[config.mk]
export PLATFORM = sky130hd
export DESIGN_NAME = pac_ctrl
export DESIGN_NICKNAME = d
export VERILOG_FILES = /design/src/rtl/pac_pkg.sv /design/src/rtl/pac_ready.sv /design/src/rtl/pac_slot.sv /design/src/rtl/pac_ctrl.sv
export SDC_FILE = /design/constraint.sdc
export NUM_CORES = 1
export LEC_CHECK = 0
export CORE_MARGIN = 2
export CORE_UTILIZATION = 45
export DETAILED_ROUTE_END_ITERATION = 10
export DONT_BUFFER_PORTS = 1
export HOLD_SLACK_MARGIN = 0.1
export PLACE_DENSITY_LB_ADDON = 0.3
export SYNTH_ARGS = -nofsm -noshare
export SYNTH_HDL_FRONTEND = slang
export SYNTH_HIERARCHICAL = 1
export SYNTH_SLANG_ARGS = --single-unit
[constraint.sdc]
create_clock -name clk -period 5.4 [get_ports clk]
set_input_delay 0.27 -clock clk [delete_from_list [all_inputs] [get_ports clk]]
set_output_delay 0.27 -clock clk [all_outputs]
set_load 0.01 [all_outputs]
[src/rtl/pac_pkg.sv]
package pac_pkg;
    localparam int STAGE_W = 3;

    typedef enum logic [STAGE_W-1:0] {
        STG_FETCH   = 3'd0,
        STG_LOAD    = 3'd1,
        STG_STORE   = 3'd2,
        STG_SHARED  = 3'd3,
        STG_RETIRED = 3'd4
    } stage_e;

    typedef enum logic [1:0] {
        SB_EMPTY   = 2'd0,
        SB_PARTIAL = 2'd1,
        SB_FULL    = 2'd2,
        SB_RSVD    = 2'd3
    } sb_e;

    // Transition table: stage and opcode class give the next stage.
    function automatic stage_e next_stage(stage_e s, logic is_store);
        stage_e n;
        unique case (s)
            STG_FETCH:  n = STG_SHARED;
            STG_SHARED: n = is_store ? STG_STORE : STG_LOAD;
            STG_LOAD,
            STG_STORE:  n = STG_RETIRED;
            default:    n = STG_RETIRED;
        endcase
        return n;
    endfunction

    // Progress order, independent of the code values.
    function automatic logic [1:0] stage_rank(stage_e s);
        logic [1:0] r;
        unique case (s)
            STG_FETCH:  r = 2'd0;
            STG_SHARED: r = 2'd1;
            STG_LOAD,
            STG_STORE:  r = 2'd2;
            default:    r = 2'd3;
        endcase
        return r;
    endfunction
endpackage

[src/rtl/pac_ready.sv]
module pac_ready
    import pac_pkg::*;
#(
    parameter int LAT_W = 3
) (
    input  logic             valid,
    input  logic             is_store,
    input  stage_e           stage,
    input  logic [LAT_W-1:0] lat,
    input  sb_e              sb,
    input  logic             su_busy,
    output logic             ready
);
    logic sb_drained;
    logic sb_room;

    assign sb_drained = (sb == SB_EMPTY);
    assign sb_room    = (sb == SB_EMPTY) || (sb == SB_PARTIAL);

    always_comb begin
        ready = 1'b0;
        if (valid && lat == '0) begin
            unique case (stage)
                STG_SHARED: ready = is_store ? 1'b1 : (sb_drained && !su_busy);
                STG_STORE:  ready = sb_room;
                STG_FETCH,
                STG_LOAD:   ready = 1'b1;
                default:    ready = 1'b0;
            endcase
        end
    end
endmodule

[src/rtl/pac_slot.sv]
module pac_slot
    import pac_pkg::*;
#(
    parameter int LAT_W = 3
) (
    input  logic             clk,
    input  logic             rst,
    input  logic             ld_en,
    input  logic             ld_valid,
    input  logic             ld_store,
    input  stage_e           ld_stage,
    input  logic [LAT_W-1:0] ld_lat,
    input  logic             adv,
    output logic             valid,
    output logic             is_store,
    output stage_e           stage,
    output logic [LAT_W-1:0] lat
);
    logic             valid_n;
    logic             store_n;
    stage_e           stage_n;
    logic [LAT_W-1:0] lat_n;

    always_comb begin
        valid_n = valid;
        store_n = is_store;
        stage_n = stage;
        lat_n   = lat;
        if (ld_en) begin
            valid_n = ld_valid;
            store_n = ld_store;
            stage_n = ld_stage;
            lat_n   = ld_lat;
        end else if (valid) begin
            if (lat != '0) begin
                lat_n = lat - LAT_W'(1);
            end else if (adv) begin
                stage_n = next_stage(stage, is_store);
                lat_n   = '0;
            end
        end
    end

    always_ff @(posedge clk) begin
        if (rst) begin
            valid    <= 1'b0;
            is_store <= 1'b0;
            stage    <= STG_FETCH;
            lat      <= '0;
        end else begin
            valid    <= valid_n;
            is_store <= store_n;
            stage    <= stage_n;
            lat      <= lat_n;
        end
    end

    // a pending latency counts down with the stage held
    a_r2_countdown: assert property (@(posedge clk) disable iff (rst)
        (valid && !ld_en && lat != '0) |=> (lat == $past(lat) - LAT_W'(1)) && $stable(stage));

    // progress never goes backward without a load
    a_r9_no_regress: assert property (@(posedge clk) disable iff (rst)
        (valid && !ld_en) |=> stage_rank(stage) >= stage_rank($past(stage)));

    // reset empties the slot
    a_r10_reset_clears: assert property (@(posedge clk)
        rst |=> !valid);

    // an empty slot stays empty until loaded
    a_r11_idle_hold: assert property (@(posedge clk) disable iff (rst)
        (!valid && !ld_en) |=> !valid);
endmodule

[src/rtl/pac_ctrl.sv]
module pac_ctrl
    import pac_pkg::*;
#(
    parameter int NSLOT = 4,
    parameter int LAT_W = 3
) (
    input  logic                     clk,
    input  logic                     rst,
    input  logic [NSLOT-1:0]         ld_en,
    input  logic [NSLOT-1:0]         ld_valid,
    input  logic [NSLOT-1:0]         ld_store,
    input  logic [NSLOT*3-1:0]       ld_stage,
    input  logic [NSLOT*LAT_W-1:0]   ld_lat,
    input  logic [1:0]               sb_status,
    output logic [NSLOT-1:0]         slot_valid,
    output logic [NSLOT-1:0]         slot_store,
    output logic [NSLOT*3-1:0]       slot_stage,
    output logic [NSLOT*LAT_W-1:0]   slot_lat,
    output logic [NSLOT-1:0]         slot_adv
);
    localparam int SW = STAGE_W;

    sb_e              sb;
    logic             vld  [NSLOT];
    logic             sto  [NSLOT];
    stage_e           stg  [NSLOT];
    logic [LAT_W-1:0] lat  [NSLOT];
    logic             rdy  [NSLOT];
    logic             su_busy;
    logic             blk_load, blk_store, blk_shared;

    assign sb = sb_e'(sb_status);

    // Store stage occupancy over every slot.
    always_comb begin
        su_busy = 1'b0;
        for (int j = 0; j < NSLOT; j++) begin
            if (vld[j] && stg[j] == STG_STORE) su_busy = 1'b1;
        end
    end

    // A stage is blocked when any occupant is not ready this cycle.
    always_comb begin
        blk_load   = 1'b0;
        blk_store  = 1'b0;
        blk_shared = 1'b0;
        for (int j = 0; j < NSLOT; j++) begin
            if (vld[j] && !rdy[j]) begin
                case (stg[j])
                    STG_LOAD:   blk_load   = 1'b1;
                    STG_STORE:  blk_store  = 1'b1;
                    STG_SHARED: blk_shared = 1'b1;
                    default:    ;
                endcase
            end
        end
    end

    for (genvar i = 0; i < NSLOT; i++) begin : g_slot
        stage_e tgt;
        logic   tgt_free;

        pac_ready #(.LAT_W(LAT_W)) u_rdy (
            .valid    (vld[i]),
            .is_store (sto[i]),
            .stage    (stg[i]),
            .lat      (lat[i]),
            .sb       (sb),
            .su_busy  (su_busy),
            .ready    (rdy[i])
        );

        always_comb begin
            tgt = next_stage(stg[i], sto[i]);
            unique case (tgt)
                STG_LOAD:   tgt_free = !blk_load;
                STG_STORE:  tgt_free = !blk_store;
                STG_SHARED: tgt_free = !blk_shared;
                default:    tgt_free = 1'b1;
            endcase
        end

        assign slot_adv[i] = rdy[i] && tgt_free;

        pac_slot #(.LAT_W(LAT_W)) u_slot (
            .clk      (clk),
            .rst      (rst),
            .ld_en    (ld_en[i]),
            .ld_valid (ld_valid[i]),
            .ld_store (ld_store[i]),
            .ld_stage (stage_e'(ld_stage[i*SW +: SW])),
            .ld_lat   (ld_lat[i*LAT_W +: LAT_W]),
            .adv      (slot_adv[i]),
            .valid    (vld[i]),
            .is_store (sto[i]),
            .stage    (stg[i]),
            .lat      (lat[i])
        );

        assign slot_valid[i]                  = vld[i];
        assign slot_store[i]                  = sto[i];
        assign slot_stage[i*SW +: SW]         = stg[i];
        assign slot_lat[i*LAT_W +: LAT_W]     = lat[i];

        // a load leaves the shared stage only into a drained, idle store side
        a_r3_load_gate: assert property (@(posedge clk) disable iff (rst)
            (slot_adv[i] && !sto[i] && stg[i] == STG_SHARED)
                |-> (sb_status == 2'd0) && !su_busy);

        // a store stage occupant leaves only with buffer room (R1: 2'b11 counts as full)
        a_r4_store_gate: assert property (@(posedge clk) disable iff (rst)
            (slot_adv[i] && stg[i] == STG_STORE) |-> (sb_status[1] == 1'b0));

        // an advancing slot never enters a stage with a stalled occupant
        a_r6_target_free: assert property (@(posedge clk) disable iff (rst)
            (slot_adv[i] && tgt == STG_LOAD) |-> !blk_load);
    end
endmodule

==> flow_summary_export.csv, run 1 <==
group,metric,value,unit
cells_and_area,utilization,51.6,%
power,internal-power,408,uW
power,power_density,241,nW/um^2
setup_path,r2r_slack,1.26,ns
setup_path,worst_ep_required_time,5.61,ns
grt,first_global_vias,1899,
setup_path,worst_path_max_delay_cell,"a221oi_1",
logic_synthesis,synthTopCellsByArea,"dfxtp_1 28%, a311oi_1 6.2%, nor2_1 6.0%",
routing,vias,2090,
setup_path,worstPathArrival,4.35,ns
power,p_leak,0.000951,uW
setup_path,crit_family,"simple AND/OR/NAND/NOR gates",
clock_network,cts_inserted_buffers,5,
min_path,hold_start,"ld_stage[11]",
logic_synthesis,synthCells,280,
cells_and_area,antenna_cells,0,
power,clock_power_share,32.1,%
logic_synthesis,synth_ff_type,"dfxtp_1",
logic_synthesis,synthesis.nets,328,
placement,dp_slack,1.25,ns
setup_path,reg2reg_depth,14,
logic_synthesis,synth_top_area_share,28.2,%
logic_synthesis,yosysMostFrequentCell,"nor2_1",
setup_path,criticalPathCategory,"reg2reg",
clock_network,cts_resized,0,
floorplan,die_x,75.0,microns
timing,tns,0,ns
routing,drc,0,
min_path,hold_end,"g_slot[3].u_slot/stage[2]",
timing,rsz0062_at_grt,"no",
power,netSwitchingFraction,31.6,%
clock_network,clock-root-buffer,"clkbuf_8",
timing,fmax,242,MHz
grt,grt_pass1_wl,8650,microns
setup_path,crit_buf_inv,0,
placement,gp_congestion,0.812,
routing,routed_via_density,5.94,
min_path,holdCritPathClass,"in2reg",
setup_path,rr_endpoint,"g_slot[1].u_slot/lat[1]",
logic_synthesis,ys_ff_latch,32,
grt,grt_usage,19.7,%
timing,period_share,76.6,%
floorplan,die_y,75.0,microns
floorplan,io_pins,76,
logic_synthesis,syn_area,2270,sq um
clock_network,cts_setup_buffers,0,
clock_network,clk_latency,0.28,ns
placement,hpwl,3810,microns
power,seqPwrFrac,50.8,%
clock_network,cts.sinks,32,
logic_synthesis,ys_types,41,
placement,io_buffers,0,
setup_path,start_kind,"register",
routing,drt-wirelength-per-cell,15.1,microns
job,drv_cap,0,
timing,fin_ws,1.26,ns
logic_synthesis,ys_seq_area_share,28.2,%
logic_synthesis,yosysTopAreaCell,"dfxtp_1",
grt,antenna_found_initial,0,
setup_path,crit_chain,"and2b_2, a22oi_1, nand2_1, o21ai_0, nand2b_1, a311oi_2, or3b_4, nor3b_2, nor4_2, mux2i_1, a221oi_1, nor2b_1, or4_1, a31oi_1",
floorplan,initial_core_util,47.5,%
setup_path,r2r_start,"g_slot[1].u_slot/stage[2]",
logic_synthesis,synth_top_cells_by_count,"36 x nor2_1, 32 x dfxtp_1, 24 x o21ai_0",
setup_path,cp_slowest_stage_delay,0.66,ns
outcome,status,"complete, no violations",
routing,detail_route.iter0.violations,121,
timing,maxSlewViolCount,0,
logic_synthesis,yosysWarningCount,6,
timing,skew,0.00496,ns
floorplan,rows,25,
routing,wl,5330,microns
clock_network,clkSlewWorstSetupHoldPaths,0.07,ns
timing,fin_crit,4.14,ns
setup_path,cp-end-kind,"register",
grt,grt_max_degree,33,
grt,grt_overflow_total,0,
cells_and_area,layout-drive-gt1-share,11.2,%
floorplan,die-area,5630,sq um
floorplan,fp.coreArea,4790,sq um
logic_synthesis,synth_area_per_cell,8.11,sq um
logic_synthesis,synth_edf_count,0,
cells_and_area,area_delta_synth_final,8.76,%
logic_synthesis,synth_async_sr_flop_share,0,%
timing,hold_viol,0,
routing,detail_route.first_pass.iterations,4,
clock_network,cts_htree_levels,2,
cells_and_area,fillers,471,
power,power_frac_comb,17.1,%
min_path,holdPathStages,2,
power,power.net_switching,188,uW
timing,relSlewSlack,51.2,%
timing,finalSetupViolCount,0,
cells_and_area,nets,332,
clock_network,clk_path_buf_depth,2,
setup_path,crit_path_max_fanout,9,
clock_network,cts_tree,"built",
timing,tightest_slew,0.731,ns
routing,postRouteAntennaNets,0,
power,vdd_ir_drop_max,113,uV
==> registers in the layout, summed over array words and instances, names as in the netlist <==
name	cells
g_slot.u_slot/lat	12
g_slot.u_slot/is_store	4
g_slot.u_slot/valid	4
g_slot.u_slot/stage	12
==> per-layer routing <==
metal	up-vias	GRT usage (%)	share of wire, %
met4	0	5.95	1.1
met2	61	32.8	47
met3	6	6.02	6.1
met1	978	24.5	46
met5	-	0	0
li1	1045	-	-
==> cell usage in the layout, fill, tap and decap left out, drive strengths merged, types with 6 or more instances in the layout <==
cell,Yosys,routed
clkbuf,0,8
dfxtp,32,32
inv,28,28
a31oi,6,6
a311oi,20,20
a221oi,7,7
mux2i,12,12
nor2b,7,7
nand2b,10,10
nor2,40,40
ha,8,8
o21ai,24,24
nand2,19,19
==> timing repair <==
item | CTS | global route
hold endpoints to repair | 32 | 0
setup endpoints to repair | 0 | 0
hold buffers | 5 | 0
==> cells by family (layout without fill, tap and decap cells) <==
kind of cell               Yosys count  count (layout)  share of synthesized area (%)
adders and majority gates            8               8                           4.41
xor gates and xnor gates             4               4                           1.54
and+or+nand+nor                    117             117                           30.1
AOI/OAI and AO/OA                   71              71                           24.2
DFF                                 32              32                           28.2
muxes                               12              12                           5.29
buffers and inverters               36              41                           6.17
==> worst max-delay path by stage <==
stage	startpoint	end	slack, ns	cells past startpoint
after CTS	g_slot[1].u_slot/stage[2]	g_slot[2].u_slot/lat[1]	1.21	14
after floorplan	g_slot[1].u_slot/stage[2]	g_slot[1].u_slot/lat[1]	1.87	14
after global placement	g_slot[1].u_slot/stage[2]	g_slot[1].u_slot/lat[1]	1.34	14
after global routing	g_slot[2].u_slot/stage[0]	g_slot[2].u_slot/lat[1]	0.88	14
final	g_slot[1].u_slot/stage[2]	g_slot[1].u_slot/lat[1]	1.26	14
after detailed placement	g_slot[1].u_slot/stage[2]	g_slot[2].u_slot/lat[1]	1.25	14
==> power groups by stage <==
stage	combinational, uW	sequential, uW	clock [uW]
floorplan	88.5	296	0
global placement	92.3	308	0
detailed placement	94.3	308	0
CTS	103	303	199
global route	117	308	207
finish	102	303	192
==> final cells by class <==
class | instances | area, sq um | area share (%)
sequential | 32 | 641 | 25.9
multi-input combinational | 212 | 1490 | 60.3
clock buffer | 8 | 90.1 | 3.65
tap | 67 | 83.8 | 3.39
inverter | 28 | 105 | 4.26
timing repair buffer | 5 | 60.1 | 2.43
==> metrics by stage <==
step                instance area [sq um]  hold WS (ns)  power (uW)  instances
finish                               2470         0.137         596        352
global route                         2470         0.138         632        352
CTS                                  2470         0.127         604        352
detailed placement                   2320         0.347         403        339
global placement                     2320         0.345         400        339
floorplan                            2270         0.417         384        280
(Power assumes the default switching activity.)
==> inputs of run 2 (changes only) <==
==> constraint.sdc (replaced) <==
create_clock -name clk -period 3.6 [get_ports clk]
set_input_delay 0.18 -clock clk [delete_from_list [all_inputs] [get_ports clk]]
set_output_delay 0.18 -clock clk [all_outputs]
set_load 0.01 [all_outputs]
==> run 2 against run 1 <==
Effect of this change: the flow now finishes with violations (negative hold slack); clock skew grew 0.00060 ns; core utilization is 6.6 points higher; worst setup slack worse by 1.0 ns; sequential share of layout area fell by 2.9 points; critical path type unchanged; register-to-register slack got worse by 1.0 ns.
==> flow_summary_export.csv, run 2 (synthesized netlist as in run 1, its figures left out) <==
group,metric,value,unit
outcome,violations,"negative hold slack",
timing,fin_crit,3.34,ns
placement,hpwl,4180,microns
routing,detail_route.iter0.violations,126,
floorplan,rows,25,
timing,tightest_slew,0.376,ns
clock_network,cts_hold_buf,9,
placement,io_buffers,0,
floorplan,die_y,75.0,microns
timing,whs,-0.0307,ns
grt,antenna_found_initial,0,
timing,relSlewSlack,74.8,%
cells_and_area,instances_no_fill,381,
cells_and_area,final_common_cell,"nor2_1",
clock_network,clk_latency,0.28,ns
routing,postRouteAntennaNets,0,
power,p_leak,0.00114,uW
placement,dp_slack,0.0482,ns
outcome,status,"finished with violations",
clock_network,clock-root-buffer,"clkbuf_8",
timing,maxSlewViolCount,0,
setup_path,worst_ep_required_time,3.81,ns
floorplan,die-area,5630,sq um
setup_path,worst_path_max_delay_cell,"or4_1",
grt,grt_usage,20.8,%
cells_and_area,nets,361,
floorplan,initial_core_util,47.5,%
power,vdd_ir_drop_max,206,uV
job,drv_cap,0,
routing,routed_via_density,5.77,
min_path,holdCritPathClass,"in2reg",
cells_and_area,utilization,58.2,%
placement,dpl.cell_count,363,
clock_network,clk_path_buf_depth,2,
power,power_density,333,nW/um^2
grt,grt_pass1_wl,9210,microns
clock_network,cts_htree_levels,2,
routing,detail_route.first_pass.iterations,4,
timing,hold_viol,22,
clock_network,clkSlewWorstSetupHoldPaths,0.07,ns
routing,vias,2200,
clock_network,cts_inserted_buffers,5,
setup_path,cp_slowest_stage_delay,0.47,ns
clock_network,cts_tree,"built",
grt,grt_overflow_total,0,
cells_and_area,layout-drive-gt1-share,22.0,%
routing,drc,0,
grt,first_global_vias,2057,
timing,period_share,92.9,%
clock_network,cts.sinks,32,
setup_path,crit_path_max_fanout,5,
timing,fmax,299,MHz
setup_path,start_kind,"register",
timing,finalSetupViolCount,0,
placement,gp_congestion,0.861,
setup_path,crit_chain,"and2b_2, a22oi_1, nand2_1, o21ai_1, nand2b_1, a311oi_2, nor2_1, and4b_1, nor4_4, mux2i_1, a221oi_2, nor2b_2, or4_1, a31oi_1",
grt,grt_max_degree,33,
routing,wl,5720,microns
cells_and_area,final_cell_mix,"36 x nor2_1, 32 x dfxtp_1, 25 x buf_4",
cells_and_area,antenna_cells,0,
floorplan,die_x,75.0,microns
cells_and_area,largestRegisters,"g_slot.u_slot/lat (12), g_slot.u_slot/stage (12)",
setup_path,cp-end-kind,"register",
cells_and_area,fillers,434,
cells_and_area,area_delta_synth_final,22.6,%
floorplan,fp.coreArea,4790,sq um
timing,tns,0,ns
timing,fin_ws,0.255,ns
floorplan,io_pins,76,
routing,drt-wirelength-per-cell,15.0,microns
setup_path,criticalPathCategory,"reg2reg",
setup_path,worstPathArrival,3.55,ns
timing,skew,0.00556,ns
run 2: cell count changes in the layout (fill, tap and decap cells not counted), sizes merged:
| cell | change |
|---|---|
| buf | +24 |
| dlygate4sd3 | +5 |
run 2: repair_timing:
item / 4_1_cts / 5_1_grt
setup buffers: 0 / 1
hold endpoints to repair: 32 / 23
gates resized for setup: 0 / 19
endpoints found under the setup margin: 0 / 25
run 2: power breakdown:
part / switching [uW] / total [uW] / internal [uW]
logic: 130 / 237 / 106
registers: 31.3 / 411 / 380
clock network: 125 / 281 / 156
total: 287 / 929 / 642
run 2: metal layers:
layer	share of wire, %	up-vias	track usage, %
met5	0	-	0
met4	1.0	0	5.56
met3	7.7	7	7.10
met2	48	75	34.4
met1	44	1015	26.0
li1	-	1103	-
run 2: final timing paths:
path         slack, ns                         to                 startpoint  depth (start not counted)
max               0.26    g_slot[2].u_slot/lat[1]  g_slot[1].u_slot/stage[2]                         14
min              -0.03  g_slot[0].u_slot/stage[0]                        rst                          1
max reg2reg       0.26    g_slot[2].u_slot/lat[1]  g_slot[1].u_slot/stage[2]                         14
min reg2reg       0.63    g_slot[2].u_slot/lat[1]    g_slot[2].u_slot/lat[1]                          2
run 2: worst max-delay path, delay by kind of cell, from the launching register on:
kind | cells | cell delay [ns]
AO/OA/AOI/OAI | 5 | 1.23
flip-flops | 1 | 0.32
AND/OR/NAND/NOR | 8 | 1.57
multiplexers | 1 | 0.14
run 2: final cells by class:
type | count | area (sq um) | area share, %
sequential | 32 | 641 | 23.0
timing repair buffer | 34 | 278 | 9.97
inverter | 28 | 105 | 3.77
clock buffer | 8 | 90.1 | 3.23
tap | 67 | 83.8 | 3.01
multi-input combinational | 212 | 1590 | 57.0
run 2: stage by stage:
step | area (sq um) | hold slack (ns) | power [uW]
3_3_place_gp | 2500 | 0.256 | 628
6_report | 2790 | -0.0307 | 929
4_1_cts | 2680 | -0.0402 | 923
3_5_place_dp | 2500 | 0.256 | 632
2_1_floorplan | 2270 | 0.327 | 577
5_1_grt | 2790 | -0.0434 | 984
==> inputs of run 3 (changes only) <==
--- a/config.mk
+++ b/config.mk
@@ -11,6 +11,7 @@
 export DONT_BUFFER_PORTS = 1
 export HOLD_SLACK_MARGIN = 0.1
 export PLACE_DENSITY_LB_ADDON = 0.3
+export RECOVER_POWER = 50
 export SYNTH_ARGS = -nofsm -noshare
 export SYNTH_HDL_FRONTEND = slang
 export SYNTH_HIERARCHICAL = 1
==> run 3 against run 2 <==
Effect of this change: the run still ends with negative hold slack left; critical path type unchanged; wire length decreased by 0.19%; final area decreased by 1.3%; worst setup slack got worse by 0.0076 ns; clock power about the same; sequential share of layout area increased by 0.31 points; flip-flop and latch count unchanged; non-clock buffer count unchanged.
==> flow_summary_export.csv, run 3 (synthesized netlist as in run 1, its figures left out) <==
group,metric,value,unit
outcome,status,"finished with violations",
outcome,violations,"negative hold slack",
grt,first_global_vias,2057,
timing,relSlewSlack,56.6,%
routing,detail_route.iter0.violations,103,
timing,tns,0,ns
cells_and_area,nets,361,
floorplan,die_y,75.0,microns
timing,period_share,93.1,%
cells_and_area,area_delta_synth_final,21.0,%
grt,grt_overflow_total,0,
routing,drt-wirelength-per-cell,15.0,microns
routing,postRouteAntennaNets,0,
grt,grt_pass1_wl,9210,microns
setup_path,crit_chain,"clkbuf_1, or4b_1, a311oi_2, or3b_4, nor3b_4, nor4_4, mux2i_1, a221oi_2, nor2b_2, or4_1, a31oi_1",
job,drv_cap,0,
placement,gp_congestion,0.861,
power,vdd_ir_drop_max,208,uV
setup_path,cp-end-kind,"register",
floorplan,die_x,75.0,microns
grt,antenna_found_initial,0,
setup_path,worst_ep_required_time,3.81,ns
timing,finalSetupViolCount,0,
setup_path,worstPathArrival,3.56,ns
timing,fin_crit,3.35,ns
cells_and_area,layout-drive-gt1-share,18.8,%
cells_and_area,final_common_cell,"nor2_1",
cells_and_area,antenna_cells,0,
floorplan,io_pins,76,
routing,vias,2199,
floorplan,rows,25,
timing,maxSlewViolCount,0,
power,power,923,uW
cells_and_area,largestRegisters,"g_slot.u_slot/lat (12), g_slot.u_slot/stage (12)",
grt,grt_max_degree,33,
placement,io_buffers,0,
power,power_density,336,nW/um^2
setup_path,criticalPathCategory,"reg2reg",
timing,tightest_slew,0.652,ns
clock_network,cts_hold_buf,9,
setup_path,crit_path_max_fanout,8,
clock_network,clock-root-buffer,"clkbuf_8",
timing,skew,0.00434,ns
routing,wl,5710,microns
setup_path,cp_slowest_stage_delay,0.56,ns
clock_network,cts_tree,"built",
clock_network,cts_htree_levels,2,
grt,grt_usage,20.8,%
routing,detail_route.first_pass.iterations,4,
clock_network,clk_latency,0.28,ns
cells_and_area,fillers,448,
timing,hold_viol,22,
clock_network,cts_inserted_buffers,5,
routing,routed_via_density,5.77,
setup_path,worst_path_max_delay_cell,"or4b_1",
clock_network,clkSlewWorstSetupHoldPaths,0.07,ns
timing,whs,-0.0322,ns
floorplan,initial_core_util,47.5,%
placement,hpwl,4180,microns
min_path,holdCritPathClass,"in2reg",
setup_path,start_kind,"register",
floorplan,fp.coreArea,4790,sq um
clock_network,cts.sinks,32,
clock_network,clk_path_buf_depth,2,
routing,drc,0,
floorplan,die-area,5630,sq um
power,p_leak,0.00110,uW
cells_and_area,final_cell_mix,"36 x nor2_1, 32 x dfxtp_1, 21 x o21ai_0",
timing,fmax,298,MHz
[run 3: worst max-delay path, delay by kind of cell (launching register included)]
family / cells / cell delay (ns)
simple gates: 6 / 1.77
compound gates: 3 / 0.84
flops: 1 / 0.31
buf+inv: 1 / 0.22
mux: 1 / 0.14
[run 3: area by class of cell]
type / count / area (sq um) / share of cell area (%)
Clock buffer: 8 / 90.1 / 3.28
Inverter: 28 / 105 / 3.83
Multi-Input combinational cell: 212 / 1590 / 57.8
Sequential cell: 32 / 641 / 23.3
Tap cell: 67 / 83.8 / 3.05
Timing Repair Buffer: 34 / 240 / 8.74
[run 3: power by group]
part | internal [uW] | switching [uW] | total, uW
registers | 380 | 31.0 | 411
clock network | 156 | 126 | 282
logic | 99.3 | 130 | 230
total | 635 | 288 | 923
[run 3: routing by layer]
layer / wire length, microns / vias up / share of wire, % / track usage (%)
met5: 0 / - / 0 / 0
met4: 66 / 0 / 1.2 / 5.56
met3: 408 / 9 / 7.1 / 7.10
met2: 2740 / 73 / 48 / 34.4
met1: 2490 / 1010 / 44 / 26.0
li1: - / 1107 / - / -
[run 3: metrics by stage]
step | utilization (%) | std cells | area (sq um) | setup slack [ns]
finish | 57.4 | 381 | 2750 | 0.248
global route | 57.4 | 381 | 2750 | -0.0436
CTS | 56.0 | 380 | 2680 | 0.00111
detailed placement | 52.2 | 363 | 2500 | 0.0482
global placement | 52.2 | 363 | 2500 | 0.201
floorplan | - | 280 | 2270 | 0.0691
[run 3: path summary, 6_finish.rpt]
check	startpoint	end	slack (ns)	depth (start not counted)
worst max-delay path	g_slot[1].u_slot/stage[2]	g_slot[2].u_slot/lat[1]	0.25	11
worst min-delay path	rst	g_slot[0].u_slot/stage[0]	-0.03	1
worst max register to register	g_slot[1].u_slot/stage[2]	g_slot[2].u_slot/lat[1]	0.25	11
worst min register to register	g_slot[2].u_slot/lat[1]	g_slot[2].u_slot/lat[1]	0.63	2
[run 3: timing repair]
action	4_1_cts	5_1_grt
setup buffers	0	1
resized for setup	0	19
endpoints found under the setup margin	0	25
hold endpoints to repair	32	23
